==> src/rtl/trc_pkg.sv <==
package trc_pkg;

    typedef enum logic [1:0] {
        SQ_IDLE = 2'd0,
        SQ_HOLD = 2'd1,
        SQ_ACQ  = 2'd2
    } sq_state_e;

endpackage

==> src/rtl/trk_width_cls.sv <==
module trk_width_cls #(
    parameter int MIN_CYC = 18,
    parameter int MAX_CYC = 40
) (
    input  logic clk,
    input  logic rst_n,
    input  logic trk_n_i,
    output logic rst_strobe_o,
    output logic track_o
);
    localparam int CNT_W = $clog2(MAX_CYC + 2);
    localparam logic [CNT_W-1:0] SAT_V = CNT_W'(MAX_CYC + 1);
    localparam logic [CNT_W-1:0] MIN_V = CNT_W'(MIN_CYC);
    localparam logic [CNT_W-1:0] MAX_V = CNT_W'(MAX_CYC);

    typedef struct packed {
        logic [CNT_W-1:0] cnt;
        logic             track;
        logic             strobe;
    } cls_t;

    localparam cls_t CLS_RST = '{cnt: '0, track: 1'b0, strobe: 1'b0};

    cls_t cls_q, cls_d;

    always_comb begin
        cls_d        = cls_q;
        cls_d.strobe = 1'b0;
        if (!trk_n_i) begin
            if (cls_q.cnt != SAT_V) begin
                cls_d.cnt = cls_q.cnt + 1'b1;
            end
            // count after this sample exceeds the upper limit
            cls_d.track = (cls_q.cnt >= MAX_V);
        end else begin
            if (cls_q.cnt != '0) begin
                cls_d.strobe = (cls_q.cnt >= MIN_V) && (cls_q.cnt <= MAX_V);
            end
            cls_d.cnt   = '0;
            cls_d.track = 1'b0;
        end
    end

    always_ff @(posedge clk or negedge rst_n) begin
        if (!rst_n) cls_q <= CLS_RST;
        else        cls_q <= cls_d;
    end

    assign rst_strobe_o = cls_q.strobe;
    assign track_o      = cls_q.track;

    a_r3_strobe_single: assert property (@(posedge clk) disable iff (!rst_n)
        cls_q.strobe |=> !cls_q.strobe);

    a_r3_strobe_after_rise: assert property (@(posedge clk) disable iff (!rst_n)
        cls_q.strobe |-> ($past(trk_n_i) && !$past(trk_n_i, 2)));

    a_r4_track_from_low: assert property (@(posedge clk) disable iff (!rst_n)
        $rose(cls_q.track) |-> !$past(trk_n_i));

    a_r4_track_no_reset: assert property (@(posedge clk) disable iff (!rst_n)
        cls_q.track |=> !cls_q.strobe);

endmodule

==> src/rtl/acq_seq.sv <==
module acq_seq
    import trc_pkg::*;
#(
    parameter int NUM_CH  = 32,
    parameter int ACQ_CYC = 3200,
    localparam int CH_W   = $clog2(NUM_CH)
) (
    input  logic            clk,
    input  logic            rst_n,
    input  logic            sys_rst_i,
    input  logic            track_i,
    input  logic            req_i,
    input  logic [CH_W-1:0] ch_i,
    input  logic            conv_done_i,
    output logic            busy_n_o,
    output logic            src_dac_o,
    output logic [CH_W-1:0] sel_o,
    output logic            active_o,
    output logic            done_o
);
    localparam int TM_W = $clog2(ACQ_CYC + 1);
    localparam logic [TM_W-1:0] TM_LAST = TM_W'(ACQ_CYC - 1);

    typedef struct packed {
        sq_state_e       state;
        logic [CH_W-1:0] sel;
        logic [TM_W-1:0] timer;
        logic            busy_n;
        logic            src_dac;
        logic            done;
    } seq_t;

    localparam seq_t SEQ_RST = '{state: SQ_IDLE, sel: '0, timer: '0,
                                 busy_n: 1'b1, src_dac: 1'b1, done: 1'b0};

    seq_t seq_q, seq_d;

    always_comb begin
        seq_d      = seq_q;
        seq_d.done = 1'b0;
        if (sys_rst_i) begin
            seq_d = SEQ_RST;
        end else begin
            unique case (seq_q.state)
                SQ_IDLE: begin
                    if (req_i) begin
                        seq_d.sel     = ch_i;
                        seq_d.src_dac = 1'b0;
                        seq_d.timer   = '0;
                        if (track_i) begin
                            seq_d.state = SQ_HOLD;
                        end else begin
                            seq_d.state  = SQ_ACQ;
                            seq_d.busy_n = 1'b0;
                        end
                    end
                end
                SQ_HOLD: begin
                    if (!track_i) begin
                        seq_d.state  = SQ_ACQ;
                        seq_d.busy_n = 1'b0;
                        seq_d.timer  = '0;
                    end
                end
                SQ_ACQ: begin
                    if (conv_done_i || (seq_q.timer == TM_LAST)) begin
                        seq_d.state   = SQ_IDLE;
                        seq_d.busy_n  = 1'b1;
                        seq_d.src_dac = 1'b1;
                        seq_d.done    = 1'b1;
                    end else begin
                        seq_d.timer = seq_q.timer + 1'b1;
                    end
                end
                default: seq_d = SEQ_RST;
            endcase
        end
    end

    always_ff @(posedge clk or negedge rst_n) begin
        if (!rst_n) seq_q <= SEQ_RST;
        else        seq_q <= seq_d;
    end

    assign busy_n_o  = seq_q.busy_n;
    assign src_dac_o = seq_q.src_dac;
    assign sel_o     = seq_q.sel;
    assign active_o  = (seq_q.state != SQ_IDLE);
    assign done_o    = seq_q.done;

    a_r5_busy_on_input: assert property (@(posedge clk) disable iff (!rst_n)
        !seq_q.busy_n |-> !seq_q.src_dac);

    a_r6_hold_not_busy: assert property (@(posedge clk) disable iff (!rst_n)
        (seq_q.state == SQ_HOLD) |-> seq_q.busy_n);

    a_r7_done_releases: assert property (@(posedge clk) disable iff (!rst_n)
        seq_q.done |-> (seq_q.busy_n && seq_q.src_dac && !$past(seq_q.busy_n)));

    a_r8_timer_bound: assert property (@(posedge clk) disable iff (!rst_n)
        seq_q.timer <= TM_LAST);

    a_r9_sel_hold: assert property (@(posedge clk) disable iff (!rst_n)
        (seq_q.state != SQ_IDLE && !sys_rst_i) |=> $stable(seq_q.sel));

    a_r10_reset_clears: assert property (@(posedge clk) disable iff (!rst_n)
        sys_rst_i |=> (seq_q.busy_n && seq_q.src_dac && !seq_q.done));

endmodule

==> src/rtl/ch_onehot.sv <==
module ch_onehot #(
    parameter int NUM_CH = 32,
    localparam int CH_W  = $clog2(NUM_CH)
) (
    input  logic              en_i,
    input  logic [CH_W-1:0]   sel_i,
    output logic [NUM_CH-1:0] vec_o
);
    for (genvar g = 0; g < NUM_CH; g++) begin : g_bit
        assign vec_o[g] = en_i && (sel_i == CH_W'(g));
    end
endmodule

==> src/rtl/trk_rst_ctrl.sv <==
module trk_rst_ctrl #(
    parameter int NUM_CH  = 32,
    parameter int MIN_CYC = 18,
    parameter int MAX_CYC = 40,
    parameter int ACQ_CYC = 3200,
    localparam int CH_W   = $clog2(NUM_CH)
) (
    input  logic              clk,
    input  logic              rst_n,
    input  logic              trk_n,
    input  logic              acq_req,
    input  logic [CH_W-1:0]   acq_ch,
    input  logic              conv_done,
    output logic              sys_rst,
    output logic              track_hold,
    output logic              busy_n,
    output logic              src_dac,
    output logic [CH_W-1:0]   acq_sel,
    output logic [NUM_CH-1:0] ch_active,
    output logic              acq_done
);
    logic seq_active;

    trk_width_cls #(
        .MIN_CYC (MIN_CYC),
        .MAX_CYC (MAX_CYC)
    ) u_cls (
        .clk          (clk),
        .rst_n        (rst_n),
        .trk_n_i      (trk_n),
        .rst_strobe_o (sys_rst),
        .track_o      (track_hold)
    );

    acq_seq #(
        .NUM_CH  (NUM_CH),
        .ACQ_CYC (ACQ_CYC)
    ) u_seq (
        .clk         (clk),
        .rst_n       (rst_n),
        .sys_rst_i   (sys_rst),
        .track_i     (track_hold),
        .req_i       (acq_req),
        .ch_i        (acq_ch),
        .conv_done_i (conv_done),
        .busy_n_o    (busy_n),
        .src_dac_o   (src_dac),
        .sel_o       (acq_sel),
        .active_o    (seq_active),
        .done_o      (acq_done)
    );

    ch_onehot #(
        .NUM_CH (NUM_CH)
    ) u_dec (
        .en_i  (seq_active),
        .sel_i (acq_sel),
        .vec_o (ch_active)
    );

    a_r12_onehot: assert property (@(posedge clk) disable iff (!rst_n)
        $onehot0(ch_active));

    a_r12_busy_has_channel: assert property (@(posedge clk) disable iff (!rst_n)
        !busy_n |-> ch_active[acq_sel]);

    a_r10_strobe_exclusive: assert property (@(posedge clk) disable iff (!rst_n)
        !(sys_rst && acq_done));

endmodule

==> config.mk <==
export PLATFORM = sky130hd
export DESIGN_NAME = trk_rst_ctrl
export DESIGN_NICKNAME = d
export VERILOG_FILES = /design/src/rtl/trc_pkg.sv /design/src/rtl/trk_width_cls.sv /design/src/rtl/acq_seq.sv /design/src/rtl/ch_onehot.sv /design/src/rtl/trk_rst_ctrl.sv
export SDC_FILE = /design/constraint.sdc
export NUM_CORES = 1
export LEC_CHECK = 0
export BUFFER_PORTS_ARGS = -buffer_cell sky130_fd_sc_hd__buf_2
export CORE_ASPECT_RATIO = 0.9
export CORE_MARGIN = 2
export CORE_UTILIZATION = 30
export DETAILED_ROUTE_END_ITERATION = 8
export PLACE_DENSITY_LB_ADDON = 0.1
export SLEW_MARGIN = 40
export SYNTH_ARGS = -nofsm -noshare
export SYNTH_HDL_FRONTEND = slang
export SYNTH_SLANG_ARGS = --single-unit
==> constraint.sdc <==
create_clock -name clk -period 4.8 [get_ports clk]
set_input_delay 0 -clock clk [delete_from_list [all_inputs] [get_ports clk]]
set_output_delay 0 -clock clk [all_outputs]
set_load 0.01 [all_outputs]
==> metrics.txt, run 1 <==
std cell rows=28; ys async rst share=1.00; post-placement cell area=2300 sq um; Setup TNS=0 ns; number of antenna violations at the first check in global routing=0; kind of capture point of the worst setup path=register; initial detailed-routing violation count=88; predominant post-synthesis flop cell=dfrtp_1; critical path required time=5.02 ns; met2 Usage GRT=0.212; Post-synth EDFFs=0; final design utilization=0.374; Final Hold Vio Count=0; Slew Limit Headroom=0.517; Fmax=0.452 GHz; Layout fillers=697; layout cells sized above 1=0.227; met1 usage in global routing=0.212; post-route standard cell area excluding fillers=2450 sq um; actual slew at the worst max-slew pin=0.719 ns; post-route clock skew=0.00691 ns; power per cell area=402 nW/um^2; H-tree levels=2; Clock Latency Late Sink=0.28 ns; DR vias/cell=4.93; Die Outline Area=7380 sq um; most congested layer reported by global routing=met2; cts repair resizes=0; Post-Route WL=5150 um; period utilization=0.461; Port Buffer Count=51; global router's overall resource usage=0.146; total DRC errors in the routed layout=0; flip-flop and latch count after synthesis=30; portion of total power attributed to sequential cells=0.379; nets=305; clock network power share=0.196; width of the die=90.4 um; chip height=81.7 um; vias in the first global route=1703; max-capacitance violation count=0; Core Footprint=6550 sq um; combinational share of power=0.425; area grow syn2layout=21.8%; Post-Syn Instances=236; CP Launch Type=register; RSZ-0062 raised after global routing=false; detail-routed net length per standard cell=13.7 um; unique cell type count in the Yosys netlist=51; worst supply voltage drop on vdd=115 uV; via count of the routed design=1852; critical path peak fanout=8; Cell Area, Synth=2010 sq um; global-route wire length before repair=8620 um; number of warnings printed during yosys synthesis=0; ANT cells=0; largest net degree at the start of global routing=31; Clock transition at path regs=0.06 ns; sequential area share after synthesis=0.374; class of the most critical setup path=reg -> reg; net switching fraction of the power=0.423; net count after synthesis=255; run status=completed; final antenna-violating net count=0; GRT met3 Usage=0.0367; total net switching power=416 uW; global placer's final weighted congestion=0.851; Inserted Clock Buffers=5; global route total overflow=0; Worst Setup Slack, final=2.59 ns; Place WS=2.61 ns; arrival time reported for the critical path endpoint=2.43 ns; final critical path time including I/O delays and setup=2.21 ns; synthesized area divided by synthesized cell count=8.53 sq um; Hold WC Path Type=in -> reg; Slew Limit Fails=0; count of final setup violators=0; worst hold slack=0.181 ns; DP HPWL=3810 um; leakage dissipation=1.17 nW; Detailed Routing Iterations Pass 1=4; library cell used as clock root buffer=clkbuf_8; number of clock sinks=30; number of buffers between clock root and the deepest sink=2; total I/O pin count=52; starting density of the core=0.307; TritonCTS clock tree=yes; post-CTS setup repair buffer count=0; cell-internal power=569 uW; CTS Hold Bufs=7
## per-stage QoR
step / total power, mW / std cells
final: 0.985 / 376
after global routing: 1.07 / 376
after CTS: 0.997 / 376
after detailed placement: 0.794 / 362
after global placement: 0.801 / 362
after floorplan: 0.691 / 236
## power by group through the flow
stage          combinational [mW]  clock, mW  sequential [mW]
3_3_place_gp                0.422          0            0.379
2_1_floorplan               0.351          0            0.340
6_report                    0.419      0.193            0.374
4_1_cts                     0.422      0.201            0.374
3_5_place_dp                0.414          0            0.379
5_1_grt                     0.470      0.211            0.386
## final cells by class
cell class | count | area, sq um | area share
clock buffer | 7 | 76.3 | 0.0311
tap | 90 | 113 | 0.0459
multi-input combinational | 179 | 1130 | 0.462
sequential | 30 | 753 | 0.307
inverter | 11 | 41.3 | 0.0168
timing repair buffer | 59 | 335 | 0.137
## registers in the layout, summed over array words and instances, names as in the netlist
register / cells
u_cls.rst_strobe_o: 1
u_seq.src_dac_o: 1
u_seq.seq_q: 14
u_cls.cls_q: 6
u_seq.done_o: 1
u_cls.track_o: 1
u_seq.busy_n_o: 1
u_seq.sel_o: 5
## worst max-delay path: stages (launching register included)
cell and delay (ns):
dfrtp_1 0.41, inv_1 0.09, ha_1 0.24, nand2b_1 0.20
or2_2 0.37, nor3_1 0.57, mux2_2 0.27
## layout by cell type (no fill, tap or decap), types with 2 or more instances in the layout
| cell type | netlist | layout |
|---|---|---|
| dfstp_2 | 2 | 2 |
| a41oi_1 | 3 | 3 |
| a22oi_1 | 5 | 5 |
| a22o_1 | 4 | 4 |
| a21oi_1 | 6 | 6 |
| ha_1 | 9 | 9 |
| nand4_1 | 3 | 3 |
| nor4_1 | 2 | 2 |
| a221o_1 | 4 | 4 |
| buf_4 | 5 | 2 |
| o221ai_1 | 3 | 3 |
| xor2_1 | 2 | 2 |
| a31oi_1 | 2 | 2 |
| mux2i_1 | 2 | 2 |
| dlygate4sd3_1 | 0 | 7 |
| dfrtp_1 | 28 | 28 |
| o21ai_0 | 4 | 4 |
| and3_1 | 3 | 3 |
| xnor2_1 | 2 | 2 |
| nor2_1 | 46 | 46 |
| clkbuf_1 | 10 | 2 |
| nor3_1 | 12 | 12 |
| or2_2 | 2 | 2 |
| clkbuf_8 | 0 | 5 |
| nor2b_1 | 2 | 2 |
| buf_2 | 0 | 50 |
| nand3_1 | 7 | 7 |
| nor3b_1 | 2 | 2 |
| a32o_1 | 2 | 2 |
| nand2b_1 | 11 | 11 |
| inv_1 | 11 | 11 |
| or3_1 | 4 | 4 |
| nand3b_1 | 2 | 2 |
| nand2_1 | 16 | 16 |
## synthesized netlist by cell type (2+ instances only)
library cell / count / area (sq um)
nand3_1: 7 / 35.0
buf_4: 5 / 37.5
nor3_1: 12 / 60.1
and3_1: 3 / 18.8
xnor2_1: 2 / 17.5
dfrtp_1: 28 / 701
a22o_1: 4 / 35.0
nand3b_1: 2 / 15.0
o21ai_0: 4 / 20.0
a41oi_1: 3 / 26.3
ha_1: 9 / 113
o221ai_1: 3 / 26.3
mux2i_1: 2 / 20.0
nor2b_1: 2 / 12.5
nor3b_1: 2 / 15.0
a21oi_1: 6 / 30.0
a32o_1: 2 / 20.0
nand4_1: 3 / 18.8
a31oi_1: 2 / 12.5
nor4_1: 2 / 12.5
dfstp_2: 2 / 52.6
nand2_1: 16 / 60.1
nand2b_1: 11 / 68.8
a221o_1: 4 / 40.0
or2_2: 2 / 12.5
nor2_1: 46 / 173
inv_1: 11 / 41.3
clkbuf_1: 10 / 37.5
a22oi_1: 5 / 37.5
or3_1: 4 / 25.0
xor2_1: 2 / 17.5
## cell families (layout without fill, tap and decap cells)
family,after synthesis,count (layout),synth area share
flip-flops,30,30,0.374
AND/OR/NAND/NOR,119,119,0.295
multiplexers,3,3,0.0155
AO/OA/AOI/OAI,44,44,0.179
XOR/XNOR,4,4,0.0174
buffers and inverters,27,77,0.0634
adder cells (fa/ha/maj),9,9,0.0559
## metal layers
layer,vias up,share of wire
met5,-,0
met4,0,0.011
met3,5,0.060
met2,55,0.41
met1,854,0.52
li1,938,-
## path summary, 6_finish.rpt
check                                        to            start  slack (ns)  cells after the start
worst min-delay path             u_seq.busy_n_o          acq_req        0.18                      4
max in group asynchronous        u_seq.busy_n_o            rst_n        4.29                      2
worst max register to register   u_seq.seq_q[3]  u_seq.seq_q[20]        2.59                      6
worst max-delay path             u_seq.seq_q[3]  u_seq.seq_q[20]        2.59                      6
min in group asynchronous       u_seq.seq_q[11]            rst_n        0.19                      2
worst min register to register   u_seq.busy_n_o   u_seq.busy_n_o        0.47                      2
Note: power is estimated with default switching activity, not from simulation.
==> run 2, diff against run 1 <==
Clock period 4.8 ns to 2.15 ns, I/O delays scaled along.
==> run 2 against run 1 <==
Effect of this change:
- clock skew decreased by 0.0014 ns
- critical endpoint is now u_seq.seq_q[14]
- first-iteration DRC count is 3.4% lower
- critical path type unchanged
- cell area increased by 2.5%
- sequential share of layout area is 0.75 points lower
- cell count up 1.9%
- setup slack got worse by 2.5 ns
==> metrics.txt, run 2 (same netlist as run 1, synthesis figures left out) <==
total DRC errors in the routed layout=0; layout cells sized above 1=0.253; Clock transition at path regs=0.07 ns; critical path peak fanout=11; initial detailed-routing violation count=85; period utilization=0.951; via count of the routed design=1886; TritonCTS clock tree=yes; vias in the first global route=1707; Layout fillers=707; category of cells accounting for the largest share of critical-path delay=compound AO/OA/AOI/OAI gates; post-route clock skew=0.00553 ns; power per cell area=913 nW/um^2; library cell used as clock root buffer=clkbuf_8; Detailed Routing Iterations Pass 1=4; Final Hold Vio Count=0; nets=311; actual slew at the worst max-slew pin=0.698 ns; final critical path time including I/O delays and setup=2.04 ns; final antenna-violating net count=0; Clock Latency Late Sink=0.28 ns; run status=completed; Worst path max stage delay=0.49 ns; Fmax=0.489 GHz; portion of total power attributed to sequential cells=0.365; number of clock sinks=30; global placer's final weighted congestion=0.745; Slew Limit Fails=0; Core Footprint=6550 sq um; DP HPWL=3850 um; CP Launch Type=register; Inserted Clock Buffers=5; Die Outline Area=7380 sq um; Top reg by flops=u_seq.seq_q; global-route wire length before repair=8780 um; chip height=81.7 um; H-tree levels=2; Post-Route WL=5210 um; Hold WC Path Type=in -> reg; largest net degree at the start of global routing=31; post-route standard cell area excluding fillers=2510 sq um; commonest cells after routing, fill and taps aside=buf_2, nor2_1, dfrtp_1, nand2_1, nor3_1; kind of capture point of the worst setup path=register; critical-path cell list=ha_1 -> nand2_1 -> o41a_1 -> o21ai_0 -> a221o_1; arrival time reported for the critical path endpoint=2.20 ns; class of the most critical setup path=reg -> reg; post-placement cell area=2350 sq um; max-capacitance violation count=0; total net switching power=955 uW; number of buffers between clock root and the deepest sink=2; count of final setup violators=0; Setup TNS=0 ns; flip-flop count of the largest register after layout=14; width of the die=90.4 um; critical path required time=2.31 ns; Buffers & Inverters on Critical Path=0; global route total overflow=0; Slew Limit Headroom=0.534; cts repair resizes=0; std cell rows=28; total I/O pin count=52; ANT cells=0; cell-internal power=1.34 mW; net switching fraction of the power=0.416; worst hold slack=0.197 ns; clock network power share=0.207; number of antenna violations at the first check in global routing=0; detail-routed net length per standard cell=13.6 um; library cell contributing the largest single delay on the critical path=o41a_1; starting density of the core=0.307; worst supply voltage drop on vdd=308 uV; RSZ-0062 raised after global routing=false; most frequent standard cell in the layout excluding fill and tap cells=buf_2; DR vias/cell=4.92; global router's overall resource usage=0.147; leakage dissipation=1.21 nW; area grow syn2layout=24.8%; Port Buffer Count=51; combinational share of power=0.428
## run 2: changes by cell type in the layout (fill, tap and decap cells not counted), sizes merged
cell | previous run | this run
clkinvlp | 0 | 1
clkinv | 0 | 1
buf | 52 | 58
clkbuf | 7 | 6
## run 2: repair_timing
item,in CTS,in global routing
endpoints found under the hold margin,40,0
setup buffers,0,0
hold buffers,7,0
## run 2: through the flow
stage	instances	util	setup slack [ns]	total power [mW]
final	383	0.383	0.106	2.29
after floorplan	236	-	0.356	1.54
after global routing	383	0.383	0.0126	2.49
after CTS	383	0.383	0.140	2.32
after detailed placement	368	0.358	0.148	1.82
after global placement	368	0.358	0.197	1.83
## run 2: tightest hold or removal path: cells and delay by family
kind / cells / cell delay [ns]
buffers and inverters: 1 / 0.11
AND/OR/NAND/NOR: 1 / 0.09
AO/OA/AOI/OAI: 2 / 0.23
## run 2: area by class of cell
type / count / area, sq um / area share
clock buffer: 6 / 82.6 / 0.0329
tap: 90 / 113 / 0.0448
multi-input combinational: 179 / 1130 / 0.451
timing repair buffer: 65 / 378 / 0.150
inverter: 11 / 41.3 / 0.0164
sequential: 30 / 753 / 0.300
clock inverter: 2 / 12.5 / 0.00498
## run 2: power groups by stage
stage / Clock (mW) / Combinational (mW) / Sequential (mW)
4_1_cts: 0.501 / 0.986 / 0.835
5_1_grt: 0.523 / 1.10 / 0.864
6_report: 0.475 / 0.982 / 0.836
3_3_place_gp: 0 / 0.986 / 0.843
2_1_floorplan: 0 / 0.783 / 0.759
3_5_place_dp: 0 / 0.971 / 0.847
## run 2: path summary, 6_finish.rpt
kind / from / slack, ns / endpoint / cells past startpoint
setup / recovery: u_seq.seq_q[3] / 0.11 / u_seq.seq_q[14] / 5
hold / removal: acq_req / 0.20 / u_seq.busy_n_o / 4
setup reg to reg: u_seq.seq_q[3] / 0.11 / u_seq.seq_q[14] / 5
hold reg to reg: u_seq.busy_n_o / 0.47 / u_seq.busy_n_o / 2
max in group asynchronous: rst_n / 1.40 / u_cls.cls_q[6] / 2
min in group asynchronous: rst_n / 0.30 / u_seq.done_o / 2
## run 2: routing by layer
layer,share of wire,up-vias,track usage
li1,-,951,-
met1,0.52,887,0.215
met2,0.43,44,0.219
met3,0.044,4,0.0394
met4,0.0060,0,0.0308
met5,0,-,0
==> run 3, diff against run 2 <==
Settings changed: GPL_TIMING_DRIVEN set to 0, RECOVER_POWER set to 50, SYNTH_HIERARCHICAL set to 1.
==> run 3 against run 2 <==
Effect of this change:
- the flow now finishes with violations (capacitance limit, slew limit)
- flip-flop and latch count is the same
- die area grew 4.3%
- highest routed layer unchanged
- sequential power shrank 10%
- via count grew 3.7%
==> metrics.txt, run 3 <==
portion of total power attributed to sequential cells=0.311; chip height=83.5 um; combinational share of power=0.492; H-tree levels=2; detail-routed net length per standard cell=13.9 um; Post-synth EDFFs=0; Clock transition at path regs=0.07 ns; Cell Area, Synth=2100 sq um; count of final setup violators=0; CP Launch Type=register; Detailed Routing Iterations Pass 1=4; ranking of synthesized cells by instance count=nor2_1, dfrtp_1, a22o_1, inv_1, nand2_1; share of the synthesized area in the top cell type=0.333; startpoint of the most critical setup path=u_seq/seq_q[11]; Post-Route WL=5440 um; flip-flop count of the largest register after layout=14; clock network power share=0.198; sequential area share after synthesis=0.358; DR vias/cell=5.00; leakage dissipation=1.19 nW; number of clock sinks=30; number of non-filler instances in the completed layout=391; Die Outline Area=7700 sq um; critical path peak fanout=6; initial detailed-routing violation count=91; layout cells sized above 1=0.246; Buffers & Inverters on Critical Path=1; vias in the first global route=1841; logic depth of the worst path, buffers included=5; Port Buffer Count=51; final antenna-violating net count=0; Clock Latency Late Sink=0.28 ns; net count after synthesis=257; Slew Limit Fails=31; total I/O pin count=52; r2r setup slk=0.09 ns; predominant post-synthesis flop cell=dfrtp_1; cell-internal power=1.39 mW; global route total overflow=0; RSZ-0062 raised after global routing=true; Post-Syn Instances=238; total net switching power=1.02 mW; ys async rst share=1.00; DP HPWL=3910 um; std cell rows=28; width of the die=92.3 um; net switching fraction of the power=0.423; largest cells by area after synthesis=dfrtp_1, nor2_1, a22o_1; category of cells accounting for the largest share of critical-path delay=compound AO/OA/AOI/OAI gates; worst hold slack=0.101 ns; global router's overall resource usage=0.143; cell type contributing the most total cell area after synthesis=dfrtp_1; source of the worst register-to-register timing path=u_seq/seq_q[11]; commonest cells after routing, fill and taps aside=nor2_1, buf_2, dfrtp_1, clkbuf_1, a22o_1; max-capacitance violation count=1; kind of capture point of the worst setup path=register; path depth of the worst reg2reg path=5; Fmax=0.484 GHz; Inserted Clock Buffers=5; # placed instances=379; unique cell type count in the Yosys netlist=50; critical path required time=2.32 ns; starting density of the core=0.315; most frequent cell after synthesis=nor2_1; worst r2r dst=u_seq/seq_q[9]; ANT cells=0; Hold WC Path Type=in -> reg; TritonCTS clock tree=yes; library cell used as clock root buffer=clkbuf_8; global placer's final weighted congestion=0.796; Slew Limit Headroom=-0.106; total DRC errors in the routed layout=0; flip-flop and latch count after synthesis=30; period utilization=0.960; class of the most critical setup path=reg -> reg; Layout fillers=690; number of warnings printed during yosys synthesis=6; post-route clock skew=0.0117 ns; final critical path time including I/O delays and setup=2.06 ns; number of antenna violations at the first check in global routing=0; power per cell area=924 nW/um^2; global-route wire length before repair=9030 um; via count of the routed design=1956; violations in the final reports=capacitance limit, slew limit; sum of internal, switching and leakage power=2.41 mW; nets=319; Worst path max stage delay=0.68 ns; crit path to=u_seq/seq_q[9]; Final Hold Vio Count=0; arrival time reported for the critical path endpoint=2.24 ns; run status=complete, but fails checks; actual slew at the worst max-slew pin=1.66 ns; largest net degree at the start of global routing=31; worst supply voltage drop on vdd=401 uV; synthesized area divided by synthesized cell count=8.84 sq um; Top reg by flops=u_seq/seq_q; area grow syn2layout=23.9%; most frequent standard cell in the layout excluding fill and tap cells=nor2_1; critical-path cell list=nand4bb_4 -> o41ai_4 -> nor3_4 -> buf_4 -> a221o_1; Core Footprint=6690 sq um; library cell contributing the largest single delay on the critical path=o41ai_4; number of buffers between clock root and the deepest sink=2
## run 3: cell count changes in the layout (fill, tap and decap cells not counted), sizes merged, moves of 6 or more
cell	before	now
a22o	4	14
buf	58	50
clkbuf	6	24
nor2	46	52
## run 3: kinds of logic after synthesis
group,after synthesis,synth area share
compound gates,49,0.189
xor+xnor,3,0.0125
fa+ha+maj,9,0.0535
buf+inv,26,0.0589
flops,30,0.358
mux,5,0.0268
simple gates,116,0.301
## run 3: area by class of cell
| cell class | instances | area (sq um) | share of cell area |
|---|---|---|---|
| buffer | 14 | 63.8 | 0.0245 |
| inverter | 11 | 43.8 | 0.0168 |
| tap | 90 | 113 | 0.0432 |
| multi-input combinational | 182 | 1250 | 0.478 |
| clock inverter | 2 | 12.5 | 0.00480 |
| timing repair buffer | 56 | 292 | 0.112 |
| clock buffer | 6 | 82.6 | 0.0317 |
| sequential | 30 | 753 | 0.289 |
## run 3: worst min path at each step
stage                         start        endpoint  slack (ns)  cells after the start
after floorplan               rst_n  u_cls/cls_q[2]       -0.30                      0
after global placement        rst_n  u_seq/seq_q[4]        0.09                      1
after detailed placement      rst_n  u_seq/seq_q[4]        0.10                      1
after CTS                 acq_ch[0]  u_seq/sel_o[0]        0.09                      4
after global routing      acq_ch[2]  u_seq/sel_o[2]        0.11                      4
final                     acq_ch[0]  u_seq/sel_o[0]        0.10                      4
## run 3: power groups by stage
stage          clock [mW]  combinational [mW]  sequential [mW]
4_1_cts             0.502                1.21            0.753
6_report            0.476                1.18            0.749
2_1_floorplan           0               0.852            0.752
3_3_place_gp            0                1.18            0.760
5_1_grt             0.525                1.33            0.768
3_5_place_dp            0                1.18            0.762
## run 3: stage by stage
| step | setup slack [ns] | TNS [ns] | utilization | instance area (sq um) |
|---|---|---|---|---|
| 4_1_cts | 0.0422 | 0 | 0.390 | 2610 |
| 3_5_place_dp | -0.175 | -1.29 | 0.369 | 2470 |
| 6_report | 0.0850 | 0 | 0.390 | 2610 |
| 3_3_place_gp | -0.215 | -1.69 | 0.369 | 2470 |
| 2_1_floorplan | 0.319 | 0 | - | 2100 |
| 5_1_grt | -0.0257 | -0.0601 | 0.390 | 2610 |
## run 3: what timing repair did
action,in CTS,in global routing
endpoints found under the hold margin,29,0
pin swaps,1,1
setup buffers,2,1
hold buffers,2,0
gates resized for setup,4,5
gates cloned,0,0
endpoints found under the setup margin,15,12
## run 3: tightest hold or removal path: cells and delay by family
family                 cells  cell delay [ns]
and+or+nand+nor            1             0.08
buffers and inverters      1             0.09
AOI/OAI and AO/OA          2             0.16
## run 3: routing by layer
| layer | GRT usage | vias to the layer above | part of all wire |
|---|---|---|---|
| li1 | - | 981 | - |
| met4 | 0.0366 | 0 | 0.0074 |
| met5 | 0 | - | 0 |
| met2 | 0.217 | 43 | 0.44 |
| met3 | 0.0343 | 5 | 0.040 |
| met1 | 0.204 | 927 | 0.52 |
